--- src/rtl/legacy_sync_bridge.sv ---
module legacy_sync_bridge #(
  parameter int E_HIGH  = 4,
  parameter int E_LOW   = 6,
  parameter int TIMEOUT = 64,
  parameter int DW      = 8
) (
  input  logic          clk,
  input  logic          rst_n,
  input  logic          as_n,
  input  logic          rd_wr,
  input  logic [DW-1:0] wdata,
  input  logic          vpa_n,
  input  logic [DW-1:0] per_rdata,
  output logic          e_clk,
  output logic          vma_n,
  output logic          per_rw,
  output logic [DW-1:0] per_wdata,
  output logic [DW-1:0] rdata,
  output logic          done,
  output logic          err
);
  localparam int PERIOD = E_HIGH + E_LOW;
  localparam int EW = $clog2(PERIOD);
  localparam int TW = $clog2(TIMEOUT);
  localparam logic [EW-1:0] E_LAST  = EW'(PERIOD - 1);
  localparam logic [EW-1:0] E_PRE   = EW'(PERIOD - 2);
  localparam logic [EW-1:0] E_FALL  = EW'(E_HIGH - 1);
  localparam logic [TW-1:0] T_LAST  = TW'(TIMEOUT - 1);

  typedef enum logic [2:0] {IDLE, WAIT_VPA, SYNC, XFER, TAIL, FIN, FAIL, WAIT_AS} st_t;

  st_t           st;
  logic [EW-1:0] ecnt;
  logic [TW-1:0] tcnt;

  always_ff @(posedge clk) begin
    if (!rst_n)              ecnt <= '0;
    else if (ecnt == E_LAST) ecnt <= '0;
    else                     ecnt <= ecnt + 1'b1;
  end

  assign e_clk = ecnt < EW'(E_HIGH);
  assign vma_n = !(st == XFER || st == TAIL);
  assign done  = st == FIN;
  assign err   = st == FAIL;

  always_ff @(posedge clk) begin
    if (!rst_n) begin
      st        <= IDLE;
      tcnt      <= '0;
      per_rw    <= 1'b1;
      per_wdata <= '0;
      rdata     <= '0;
    end else begin
      case (st)
        IDLE: if (!as_n) begin
          st        <= WAIT_VPA;
          tcnt      <= '0;
          per_rw    <= rd_wr;
          per_wdata <= wdata;
        end
        WAIT_VPA:
          if (as_n)               st <= IDLE;
          else if (!vpa_n)        st <= SYNC;
          else if (tcnt == T_LAST) st <= FAIL;
          else                    tcnt <= tcnt + 1'b1;
        SYNC: if (ecnt == E_PRE) st <= XFER;
        XFER: if (ecnt == E_FALL) begin
          if (per_rw) rdata <= per_rdata;
          st <= TAIL;
        end
        TAIL:    st <= FIN;
        FIN:     st <= WAIT_AS;
        FAIL:    st <= WAIT_AS;
        WAIT_AS: if (as_n) st <= IDLE;
        default: st <= IDLE;
      endcase
    end
  end

  a_r3_vma_before_rise: assert property (@(posedge clk) disable iff (!rst_n)
    $fell(vma_n) |-> !e_clk);
  a_r3_rise_follows: assert property (@(posedge clk) disable iff (!rst_n)
    $fell(vma_n) |=> $rose(e_clk));
  a_r5_release_after_fall: assert property (@(posedge clk) disable iff (!rst_n)
    $rose(vma_n) |-> !e_clk && !$past(e_clk) && $past(e_clk, 2));
  a_r6_done_single: assert property (@(posedge clk) disable iff (!rst_n)
    done |=> !done);
  a_r6_done_after_vma: assert property (@(posedge clk) disable iff (!rst_n)
    done |-> $rose(vma_n));
  a_r7_err_no_vma: assert property (@(posedge clk) disable iff (!rst_n)
    err |-> vma_n && $past(vma_n));
  a_r2_pulses_exclusive: assert property (@(posedge clk) disable iff (!rst_n)
    $onehot0({done, err}));
  a_r4_rdata_only_at_fall: assert property (@(posedge clk) disable iff (!rst_n)
    !$stable(rdata) |-> $fell(e_clk) && !vma_n);
endmodule

--- config.mk ---
export PLATFORM = sky130hd
export DESIGN_NAME = legacy_sync_bridge
export DESIGN_NICKNAME = d
export VERILOG_FILES = /design/src/rtl/legacy_sync_bridge.sv
export SDC_FILE = /design/constraint.sdc
export NUM_CORES = 1
export LEC_CHECK = 0
export BUFFER_PORTS_ARGS = -buffer_cell sky130_fd_sc_hd__clkbuf_2
export CAP_MARGIN = 40
export CORE_ASPECT_RATIO = 1.2
export CORE_MARGIN = 2
export CORE_UTILIZATION = 50
export DETAILED_ROUTE_END_ITERATION = 10
export PLACE_DENSITY = 0.78
export SLEW_MARGIN = 20
export SYNTH_ARGS = -nofsm -noshare
export SYNTH_HDL_FRONTEND = slang
export SYNTH_SLANG_ARGS = --single-unit
--- constraint.sdc ---
create_clock -name clk -period 1.9 [get_ports clk]
set_input_delay 0.285 -clock clk [delete_from_list [all_inputs] [get_ports clk]]
set_output_delay 0.285 -clock clk [all_outputs]
set_load 0.02 [all_outputs]
==> results of run 1 <==
-- how the worst max path moves through the flow --
stage	to
after detailed placement	st[1]$_SDFFE_PN0P_
final	vma_n
after floorplan	st[1]$_SDFFE_PN0P_
after global routing	vma_n
after CTS	vma_n
after global placement	st[1]$_SDFFE_PN0P_
-- per-layer routing --
metal	up-vias	routed length (microns)
met5	-	0
met4	0	42
met3	4	187
met2	42	1556
met1	612	1336
li1	675	-
-- worst max-delay path, cell delays in order, from the launching register on --
cell	delay [ns]
sky130_fd_sc_hd__dfxtp_1	0.58
sky130_fd_sc_hd__and3b_1	0.30
sky130_fd_sc_hd__a21oi_1	0.07
sky130_fd_sc_hd__clkbuf_2	0.17
-- report_power, final --
group / leakage, nW / internal, mW / total [mW] / switching, mW
clock network: 0.0308 / 0.133 / 0.342 / 0.209
logic: 0.504 / 0.159 / 0.393 / 0.234
registers: 0.245 / 0.682 / 0.752 / 0.0705
total: 0.780 / 0.974 / 1.49 / 0.513
-- cells in the final DEF, fill, tap and decap left out, types with 2 or more instances in the layout --
cell,count
sky130_fd_sc_hd__nand2_1,28
sky130_fd_sc_hd__clkbuf_2,41
sky130_fd_sc_hd__nor2_1,12
sky130_fd_sc_hd__nand3b_1,3
sky130_fd_sc_hd__a21oi_1,15
sky130_fd_sc_hd__nand3_1,7
sky130_fd_sc_hd__o21ai_0,6
sky130_fd_sc_hd__a31oi_1,4
sky130_fd_sc_hd__dfxtp_1,29
sky130_fd_sc_hd__clkinv_2,2
sky130_fd_sc_hd__mux2i_1,9
sky130_fd_sc_hd__inv_1,6
sky130_fd_sc_hd__ha_1,4
sky130_fd_sc_hd__o211ai_1,3
sky130_fd_sc_hd__and3_1,4
sky130_fd_sc_hd__buf_4,3
sky130_fd_sc_hd__or3_1,2
sky130_fd_sc_hd__clkbuf_4,5
-- metrics by stage --
step / util / instances / worst slack, ns
6_report: 0.6236 / 245 / 0.1704
3_5_place_dp: 0.6041 / 238 / 0.2596
3_3_place_gp: 0.6041 / 238 / 0.3181
5_1_grt: 0.6236 / 245 / 0.04495
2_1_floorplan: - / 165 / 0.3738
4_1_cts: 0.6213 / 245 / 0.05743
-- cell usage after synthesis, drive strengths merged, types with 2 or more instances --
| cell | instances | area share |
|---|---|---|
| a21oi | 15 | 0.052 |
| a31oi | 4 | 0.017 |
| and3 | 4 | 0.017 |
| and4b | 2 | 0.015 |
| buf | 3 | 0.021 |
| clkbuf | 2 | 0.0052 |
| dfxtp | 30 | 0.42 |
| ha | 4 | 0.035 |
| inv | 6 | 0.016 |
| mux2i | 9 | 0.063 |
| nand2 | 28 | 0.073 |
| nand3 | 7 | 0.024 |
| nand3b | 3 | 0.016 |
| nand4 | 2 | 0.013 |
| nor2 | 12 | 0.031 |
| nor3 | 2 | 0.0070 |
| nor3b | 2 | 0.022 |
| o211ai | 3 | 0.016 |
| o21ai | 7 | 0.024 |
| or3 | 3 | 0.014 |
-- state kept, by name, summed over array words and instances (netlist names) --
register   cells
per_wdata      8
rdata          8
tcnt           6
ecnt           4
st             3
per_rw         1
-- final cells by class --
class | instances | share of cell area
Clock buffer | 5 | 0.02182
Clock inverter | 2 | 0.005818
Inverter | 7 | 0.01527
Multi-Input combinational cell | 123 | 0.4502
Sequential cell | 30 | 0.3498
Tap cell | 34 | 0.02473
Timing Repair Buffer | 44 | 0.1324
-- cell families (layout without fill, tap and decap cells) --
logic type	after synthesis	after routing
compound gates	34	34
mux	9	9
buf+inv	12	58
xor+xnor	1	1
flops	30	30
simple gates	75	75
fa+ha+maj	4	4
==> Implementation_results.wiki, run 1 <==
{| class="wikitable"
! Metric !! Value
|-
| Layout fillers || 256
|-
| Worst hold stages || 3
|-
| Netlist Area Pre-Place || 0.001434 sq mm
|-
| Core Footprint || about 0.0028 sq mm
|-
| Cells after synthesis || 165
|-
| Post-CTS Setup Repair Bufs || 0
|-
| Average cell area after synthesis || 8.690 sq um
|-
| Standard cell area after detailed placement || 0.001667 sq mm
|-
| Number of unique standard cell types used by synthesis || 43
|-
| CP startpoint || st[0]$_SDFFE_PN0P_
|-
| Top flip-flop cell by instance count after synthesis || sky130_fd_sc_hd__dfxtp_1
|-
| Number of DRC markers in iteration 0 || 26
|-
| Worst reg2reg endpoint || st[1]$_SDFFE_PN0P_
|-
| Area taken by flip-flops and latches || between 600 and 700 sq um
|-
| Area delta synth->final || 19.98%
|-
| ANT nets after route || 0
|-
| Synthesized flop and latch total || 30
|-
| Status || finished clean
|-
| Beginning of the worst hold path || wdata[7]
|-
| Min-Delay Endpoint || per_wdata[7]$_SDFFE_PN0P_
|-
| Fraction of the yosys area taken by sequential cells || 0.4188
|-
| Final-report hold violation count || 0
|-
| Clock tree root driver cell || sky130_fd_sc_hd__clkbuf_4
|-
| Last weighted congestion value of the routability-driven placer || about 0.83
|-
| Setup-violating endpoint count in the final report || 0
|-
| Register-to-register path setup slack || 0.25 ns
|-
| Worst hold path class || primary input to flip-flop
|-
| Number of placement rows || 21
|-
| Initial core utilization || 0.5197
|-
| Largest net degree at the start of global routing || 26
|-
| Startpoint-to-endpoint class of the critical path || flip-flop to output pin
|-
| Total congestion overflow || 0
|-
| First-pass GRT wire length || 5409 microns
|-
| DIE AREA || 0.003314 sq mm
|-
| Detailed-route vias per instance || 5.441
|-
| CTS Hold Bufs || 0
|-
| Xor/xnor share of the synthesized area || 0.006108
|-
| TritonCTS clock tree || yes
|-
| Number of levels the H-tree was split into || 2
|-
| Footprint of the multi-input gates || 774.5 sq um
|-
| Maximum frequency from static timing analysis || 0.5782 GHz
|-
| PnR Total Power || 1.486 mW
|-
| Final instance area || between 0.0015 and 0.002 sq mm
|-
| Post-layout minimum cycle time || between 1.5 and 2 ns
|-
| Num ports || 42
|-
| Synthesized-area fraction occupied by adder cells || 0.03490
|-
| Count of input and output buffers || 41
|-
| Clock-pin slew reported for the worst setup and hold paths after clock tree synthesis || 0.09 ns
|-
| Met2 Use GR || 0.3547
|-
| Startpoint type of the worst setup path || flip-flop
|-
| Number of buffers created by CTS || 5
|-
| Inserted Diodes || 0
|-
| Req. time, crit path || 1.62 ns
|-
| Transition time of the tightest slew-check pin || 0.4223 ns
|-
| EDFF count, synth || 0
|-
| Final-report max-slew violation count || 0
|-
| Met1 GRT Util || 0.2424
|-
| Total via count after detailed routing || 1333
|-
| Mapped Nets || 190
|-
| Max-cap violation count || 0
|-
| Largest fanout on the critical path || 14
|-
| Multiplexer share of the synthesized area || 0.06283
|-
| Slew margin rel. || 0.7166
|-
| Die X || 52.89 microns
|-
| DP HPWL || roughly 2300 microns
|-
| Post-CTS Resized || 0
|-
| Number of design rule violations left after detail routing || 0
|-
| Compound-gate portion of the synthesized area || 0.1431
|-
| Total routing resource utilization after global routing || 0.2155
|-
| Endpoint arrival time on the critical path || around 1.4 ns
|-
| Clock tree sinks || 30
|-
| Fraction of layout cells with a size suffix above 1 || 0.2938
|-
| Worst slack on hold paths || about 0.18 ns
|-
| Cell leakage power || around 0.8 nW
|-
| Total Neg Setup Slack || 0 ns
|-
| Layout Nets || about 240
|-
| Antenna violations before repair || 0
|-
| Basic-gate share of the synthesized area counting and, or, nand and nor cells || 0.2897
|-
| Vert. Die Dim || 62.66 microns
|-
| Final Skew || 0.006389 ns
|-
| Power Dens Cells || 864.0 mW/mm^2
|-
| Crit share post-route || 0.9103
|-
| Highest-utilization routing layer at the global route stage || met2
|-
| Met3 usage || 0.08134
|-
| R2R depth || 5
|-
| Total wire length after detailed routing || between 3000 and 4000 microns
|-
| Unrepaired setup endpoints after global routing || false
|-
| Worst R2R Start || ecnt[0]$_SDFF_PP0_
|-
| Number of global-route vias before repair || 1285
|-
| Count of TritonRoute iterations in the first routing pass || 4
|-
| Kind of end point of the critical path || output pin
|-
| Synthesis warning total || 0
|-
| Dominant combinational cell family by area after synthesis || simple AND/OR/NAND/NOR gates
|-
| Clk Latency, worst-skew pair || ~0.32 ns
|-
| Average wire per standard cell || approximately 13 microns
|-
| Maximum VDD drop || 0.5575 mV
|-
| Share of async-settable or async-resettable flops after synthesis || 0
|-
| Largest buffer count on any clock path || 2
|}
Note: power is estimated with default switching activity, not from simulation.
==> run 2: changes to the inputs <==
Settings changed: GPL_TIMING_DRIVEN set to 0, PLACE_DENSITY 0.78 to unset, PLACE_DENSITY_LB_ADDON set to 0.12.
==> Implementation_results.wiki, run 2 (synthesis gave the netlist of run 1 again) <==
{| class="wikitable"
! Metric !! Value
|-
| Status || finished clean
|-
| Total routing resource utilization after global routing || 0.2221
|-
| Clock-pin slew reported for the worst setup and hold paths after clock tree synthesis || around 0.1 ns
|-
| Kind of end point of the critical path || flip-flop
|-
| Cell type group with the largest total delay on the critical path || simple AND/OR/NAND/NOR gates
|-
| Number of global-route vias before repair || between 1000 and 1500
|-
| DP HPWL || 2506 microns
|-
| Number of DRC markers in iteration 0 || 47
|-
| Initial core utilization || 0.5197
|-
| Registers with the most flip-flops || per_wdata: 8 flops, rdata: 8 flops, tcnt: 6 flops
|-
| Post-layout minimum cycle time || about 1.7 ns
|-
| Clock network fraction of total power || 0.302
|-
| DIE AREA || around 0.0033 sq mm
|-
| Worst R2R Start || ecnt[0]$_SDFF_PP0_
|-
| Unrepaired setup endpoints after global routing || false
|-
| Area taken by flip-flops and latches || 600.6 sq um
|-
| Total Neg Setup Slack || 0 ns
|-
| TritonCTS clock tree || yes
|-
| Number of buffers created by CTS || 5
|-
| Inserted Diodes || 0
|-
| Endpoint arrival time on the critical path || 1.90 ns
|-
| Footprint of the multi-input gates || 769.5 sq um
|-
| Total wire length after detailed routing || 3275 microns
|-
| Die X || ~53 microns
|-
| Power Dens Cells || 947.4 mW/mm^2
|-
| Antenna violations before repair || 0
|-
| Area delta synth->final || 23.04%
|-
| Core Footprint || 0.002759 sq mm
|-
| Post-CTS Setup Repair Bufs || 0
|-
| Average wire per standard cell || 13.21 microns
|-
| Crit share post-route || 0.8867
|-
| Number of levels the H-tree was split into || 2
|-
| Gate power share || 0.266
|-
| Layout Nets || between 200 and 250
|-
| Final instance area || 0.001764 sq mm
|-
| Largest fanout on the critical path || 4
|-
| Startpoint type of the worst setup path || flip-flop
|-
| Number of placement rows || 21
|-
| Total congestion overflow || 0
|-
| Slew margin rel. || 0.4706
|-
| Post-Place Setup Slack || 0.2230 ns
|-
| Num ports || 42
|-
| Cell internal pwr || approximately 1.1 mW
|-
| Startpoint-to-endpoint class of the critical path || flip-flop to flip-flop
|-
| Cell leakage power || 0.7904 nW
|-
| Layout fillers || approximately 260
|-
| Total via count after detailed routing || 1359
|-
| Worst hold path class || primary input to flip-flop
|-
| Setup-violating endpoint count in the final report || 0
|-
| Final-report max-slew violation count || 0
|-
| Final Skew || 0.004327 ns
|-
| First-pass GRT wire length || ~5600 microns
|-
| Detailed-route vias per instance || 5.480
|-
| Net load switching power || 0.5447 mW
|-
| Post-layout worst setup margin || 0.2152 ns
|-
| Worst path max stage delay || 0.39 ns
|-
| CTS Hold Bufs || 0
|-
| Final-report hold violation count || 0
|-
| Final core utilization || 0.6395
|-
| Post-CTS Resized || 0
|-
| Series of cell instances along the critical path || ha_1 -> or3b_1 -> a32oi_2 -> nand4_1 -> mux2i_1
|-
| Count of TritonRoute iterations in the first routing pass || 4
|-
| CP startpoint || ecnt[0]$_SDFF_PP0_
|-
| Commonest non-fill, non-tap cell in the layout || sky130_fd_sc_hd__clkbuf_2
|-
| Maximum frequency from static timing analysis || 0.5935 GHz
|-
| Largest buffer count on any clock path || 2
|-
| Vert. Die Dim || 62.66 microns
|-
| Seq pwr share || 0.432
|-
| Last weighted congestion value of the routability-driven placer || 0.8246
|-
| Number of design rule violations left after detail routing || 0
|-
| Number of buffer and inverter stages on the critical path || 0
|-
| Clock tree sinks || 30
|-
| Transition time of the tightest slew-check pin || 0.7875 ns
|-
| ANT nets after route || 0
|-
| Beginning of the worst hold path || rd_wr
|-
| PnR Total Power || 1.671 mW
|-
| Maximum VDD drop || 0.5568 mV
|-
| Largest net degree at the start of global routing || 12
|-
| Most frequent cells in the layout || sky130_fd_sc_hd__clkbuf_2 (41), sky130_fd_sc_hd__dfxtp_1 (30), sky130_fd_sc_hd__nand2_1 (28)
|-
| Standard cell area after detailed placement || 0.001682 sq mm
|-
| Fraction of layout cells with a size suffix above 1 || 0.2850
|-
| Clk Latency, worst-skew pair || roughly 0.32 ns
|-
| Req. time, crit path || 2.12 ns
|-
| Clock tree root driver cell || sky130_fd_sc_hd__clkbuf_4
|-
| Slowest-stage cell, CP || sky130_fd_sc_hd__dfxtp_1
|-
| Count of input and output buffers || 41
|-
| Max-cap violation count || 0
|-
| Share of total power consumed by net switching || 0.3259
|}
==> run 2: cell count changes in the layout (fill, tap and decap cells not counted) <==
cell                         change
sky130_fd_sc_hd__dfxtp_2         -1
sky130_fd_sc_hd__clkinv_2        -2
sky130_fd_sc_hd__dfxtp_1         +1
sky130_fd_sc_hd__nor3_2          -1
sky130_fd_sc_hd__clkbuf_1        +2
sky130_fd_sc_hd__clkinvlp_4      +2
sky130_fd_sc_hd__bufinv_16       +1
sky130_fd_sc_hd__buf_6           +2
sky130_fd_sc_hd__nor3_1          +1
sky130_fd_sc_hd__buf_4           -2
==> run 2: worst reg2reg max path, cell delays in order (launching register included) <==
cell and delay, ns:
sky130_fd_sc_hd__dfxtp_1 0.39, sky130_fd_sc_hd__ha_1 0.24, sky130_fd_sc_hd__or3b_1 0.37, sky130_fd_sc_hd__a32oi_2 0.23, sky130_fd_sc_hd__nand4_1 0.19, sky130_fd_sc_hd__mux2i_1 0.16
==> run 2: path summary, 6_finish.rpt <==
kind                                                   to  slack [ns]  depth (start not counted)
worst min register to register  per_wdata[5]$_SDFFE_PN0P_        0.46                          2
worst min-delay path                  per_rw$_SDFFE_PN1P_        0.17                          3
worst max-delay path                   st[1]$_SDFFE_PN0P_        0.22                          5
worst max register to register         st[1]$_SDFFE_PN0P_        0.22                          5
==> run 2: area by class of cell <==
type,instances,share of cell area
Multi-Input combinational cell,123,0.4362
Clock inverter,3,0.02553
Buffer,5,0.02128
Inverter,7,0.01489
Timing Repair Buffer,41,0.1163
Clock buffer,5,0.02128
Sequential cell,30,0.3404
Tap cell,34,0.02411
==> run 2: layer usage <==
| layer | vias up | global-route usage | share of wire |
|---|---|---|---|
| li1 | 681 | - | - |
| met1 | 636 | 0.2363 | 0.40 |
| met2 | 38 | 0.4078 | 0.55 |
| met3 | 4 | 0.07177 | 0.039 |
| met4 | 0 | 0.05128 | 0.0098 |
| met5 | - | 0 | 0 |
==> run 2: power by group through the flow <==
| stage | Sequential, mW | Combinational [mW] | Clock (mW) |
|---|---|---|---|
| floorplan | 0.765 | 0.282 | 0 |
| global placement | 0.733 | 0.429 | 0 |
| detailed placement | 0.737 | 0.443 | 0 |
| CTS | 0.723 | 0.446 | 0.515 |
| global route | 0.731 | 0.494 | 0.547 |
| finish | 0.722 | 0.444 | 0.505 |
==> run 2: metrics by stage <==
stage          std cells  hold slack (ns)
2_1_floorplan        165           0.3568
3_3_place_gp         240           0.4421
3_5_place_dp         240           0.4512
4_1_cts              248           0.1608
5_1_grt              248           0.1543
6_report             248           0.1676
==> run 3: changes to the inputs <==
Settings changed: CORE_UTILIZATION 50 to 45.
Clock period 1.9 ns to 1.5 ns, I/O delays scaled along.
==> Implementation_results.wiki, run 3 (synthesis gave the netlist of run 1 again) <==
{| class="wikitable"
! Metric !! Value
|-
| Status || finished with violations
|-
| Failing checks || negative setup slack
|-
| Vert. Die Dim || 65.84 microns
|-
| ANT nets after route || 0
|-
| Kind of end point of the critical path || flip-flop
|-
| Number of global-route vias before repair || ~1400
|-
| Total congestion overflow || 0
|-
| Slowest-stage cell, CP || sky130_fd_sc_hd__dfxtp_4
|-
| Layout Nets || 245
|-
| Number of buffers created by CTS || 5
|-
| Commonest non-fill, non-tap cell in the layout || sky130_fd_sc_hd__clkbuf_2
|-
| Setup-violating endpoint count in the final report || 2
|-
| Number of placement rows || 22
|-
| Fraction of layout cells with a size suffix above 1 || 0.3665
|-
| Largest fanout on the critical path || 4
|-
| Area taken by flip-flops and latches || 611.8 sq um
|-
| Last weighted congestion value of the routability-driven placer || 0.9217
|-
| Standard cell area after detailed placement || 0.001687 sq mm
|-
| Final-report hold violation count || 0
|-
| Net load switching power || roughly 0.74 mW
|-
| Endpoint arrival time on the critical path || between 1.5 and 2 ns
|-
| Post-layout worst setup margin || -0.03555 ns
|-
| Largest net degree at the start of global routing || 11
|-
| Number of levels the H-tree was split into || 2
|-
| Seq pwr share || 0.441
|-
| Core Footprint || 0.003055 sq mm
|-
| Worst hold path class || primary input to flip-flop
|-
| Cell internal pwr || between 1 and 1.5 mW
|-
| Clock tree root driver cell || sky130_fd_sc_hd__clkbuf_4
|-
| Most frequent cells in the layout || sky130_fd_sc_hd__clkbuf_2 (38), sky130_fd_sc_hd__nand2_1 (28), sky130_fd_sc_hd__dfxtp_1 (25)
|-
| Num ports || 42
|-
| Registers with the most flip-flops || per_wdata: 8 flops, rdata: 8 flops, tcnt: 6 flops
|-
| Average wire per standard cell || about 13 microns
|-
| Unrepaired setup endpoints after global routing || true
|-
| TritonCTS clock tree || yes
|-
| Req. time, crit path || 1.73 ns
|-
| Maximum VDD drop || slightly above 0.7 mV
|-
| Total via count after detailed routing || 1401
|-
| DIE AREA || between 0.003 and 0.004 sq mm
|-
| Final-report max-slew violation count || 0
|-
| Final core utilization || 0.6179
|-
| Antenna violations before repair || 0
|-
| Clock tree sinks || 30
|-
| Transition time of the tightest slew-check pin || around 0.51 ns
|-
| Final instance area || between 0.0015 and 0.002 sq mm
|-
| Post-Place Setup Slack || -0.1224 ns
|-
| Clk Latency, worst-skew pair || 0.34 ns
|-
| Count of TritonRoute iterations in the first routing pass || 4
|-
| Clock network fraction of total power || 0.246
|-
| Inserted Diodes || 0
|-
| Clock-pin slew reported for the worst setup and hold paths after clock tree synthesis || 0.10 ns
|-
| Series of cell instances along the critical path || ha_4 -> or3b_1 -> a32oi_2 -> nand4_1 -> mux2i_1
|-
| CTS Hold Bufs || 0
|-
| Total routing resource utilization after global routing || 0.2031
|-
| Footprint of the multi-input gates || 829.5 sq um
|-
| Initial core utilization || 0.4693
|-
| Detailed-route vias per instance || 5.451
|-
| Maximum frequency from static timing analysis || approximately 0.65 GHz
|-
| Share of total power consumed by net switching || 0.3476
|-
| Worst path max stage delay || 0.37 ns
|-
| PnR Total Power || approximately 2.1 mW
|-
| Total wire length after detailed routing || ~3400 microns
|-
| Crit share post-route || 1.024
|-
| Final Skew || 0.003450 ns
|-
| Number of DRC markers in iteration 0 || 25
|-
| Max-cap violation count || 0
|-
| Largest buffer count on any clock path || 2
|-
| Count of input and output buffers || 41
|-
| Startpoint-to-endpoint class of the critical path || flip-flop to flip-flop
|-
| Slew margin rel. || 0.6543
|-
| Cell leakage power || 0.8536 nW
|-
| Post-layout minimum cycle time || 1.536 ns
|-
| Total Neg Setup Slack || -0.03577 ns
|-
| Power Dens Cells || 1121 mW/mm^2
|-
| Area delta synth->final || 31.68%
|-
| First-pass GRT wire length || slightly below 6000 microns
|-
| Gate power share || 0.314
|-
| Layout fillers || 283
|-
| DP HPWL || around 2500 microns
|-
| Die X || 55.53 microns
|-
| Number of design rule violations left after detail routing || 0
|-
| Startpoint type of the worst setup path || flip-flop
|}
==> run 3: cell count changes in the layout (fill, tap and decap cells not counted), sizes merged <==
cell and delta:
buf +9, bufinv -1, clkbuf -1, clkinv +1, clkinvlp -1
==> run 3: area by class of cell <==
type / count / area share
Clock buffer: 6 / 0.02717
Buffer: 5 / 0.02386
Multi-Input combinational cell: 123 / 0.4394
Timing Repair Buffer: 48 / 0.1412
Clock inverter: 2 / 0.006627
Tap cell: 36 / 0.02386
Sequential cell: 30 / 0.3241
Inverter: 7 / 0.01392
==> run 3: final timing paths <==
kind | startpoint | to | slack, ns | cells past startpoint
max | ecnt[0]$_SDFF_PP0_ | st[1]$_SDFFE_PN0P_ | -0.04 | 5
min | rd_wr | per_rw$_SDFFE_PN1P_ | 0.09 | 3
max reg2reg | ecnt[0]$_SDFF_PP0_ | st[1]$_SDFFE_PN0P_ | -0.04 | 5
min reg2reg | per_wdata[1]$_SDFFE_PN0P_ | per_wdata[1]$_SDFFE_PN0P_ | 0.46 | 2
==> run 3: metrics by stage <==
| step | hold WS [ns] | cells |
|---|---|---|
| 2_1_floorplan | 0.2968 | 165 |
| 3_3_place_gp | 0.4380 | 242 |
| 3_5_place_dp | 0.4459 | 242 |
| 4_1_cts | 0.08944 | 257 |
| 5_1_grt | 0.1038 | 257 |
| 6_report | 0.09292 | 257 |
==> run 3: repair_timing <==
item,CTS,global route
gates cloned,1,0
endpoints found under the setup margin,21,22
setup buffers,6,0
pin swaps,3,6
gates resized for setup,10,16
hold endpoints to repair,0,0
==> run 3: critical path, delay by kind of cell (launching register included) <==
kind            cells  cell delay [ns]
flops               1             0.37
simple gates        2             0.53
compound gates      1             0.24
mux                 1             0.15
fa+ha+maj           1             0.13
==> run 3: power groups by stage <==
| stage | sequential (mW) | combinational [mW] | clock [mW] |
|---|---|---|---|
| detailed placement | 0.935 | 0.557 | 0 |
| global placement | 0.930 | 0.542 | 0 |
| global route | 0.943 | 0.737 | 0.560 |
| CTS | 0.925 | 0.625 | 0.533 |
| finish | 0.933 | 0.664 | 0.520 |
| floorplan | 0.969 | 0.359 | 0 |
==> run 3: per-layer routing <==
metal,track usage,share of wire,vias to the layer above
li1,-,-,695
met1,0.2161,0.41,644
met2,0.3527,0.51,48
met3,0.04501,0.040,14
met4,0.1494,0.038,0
met5,0,0,-
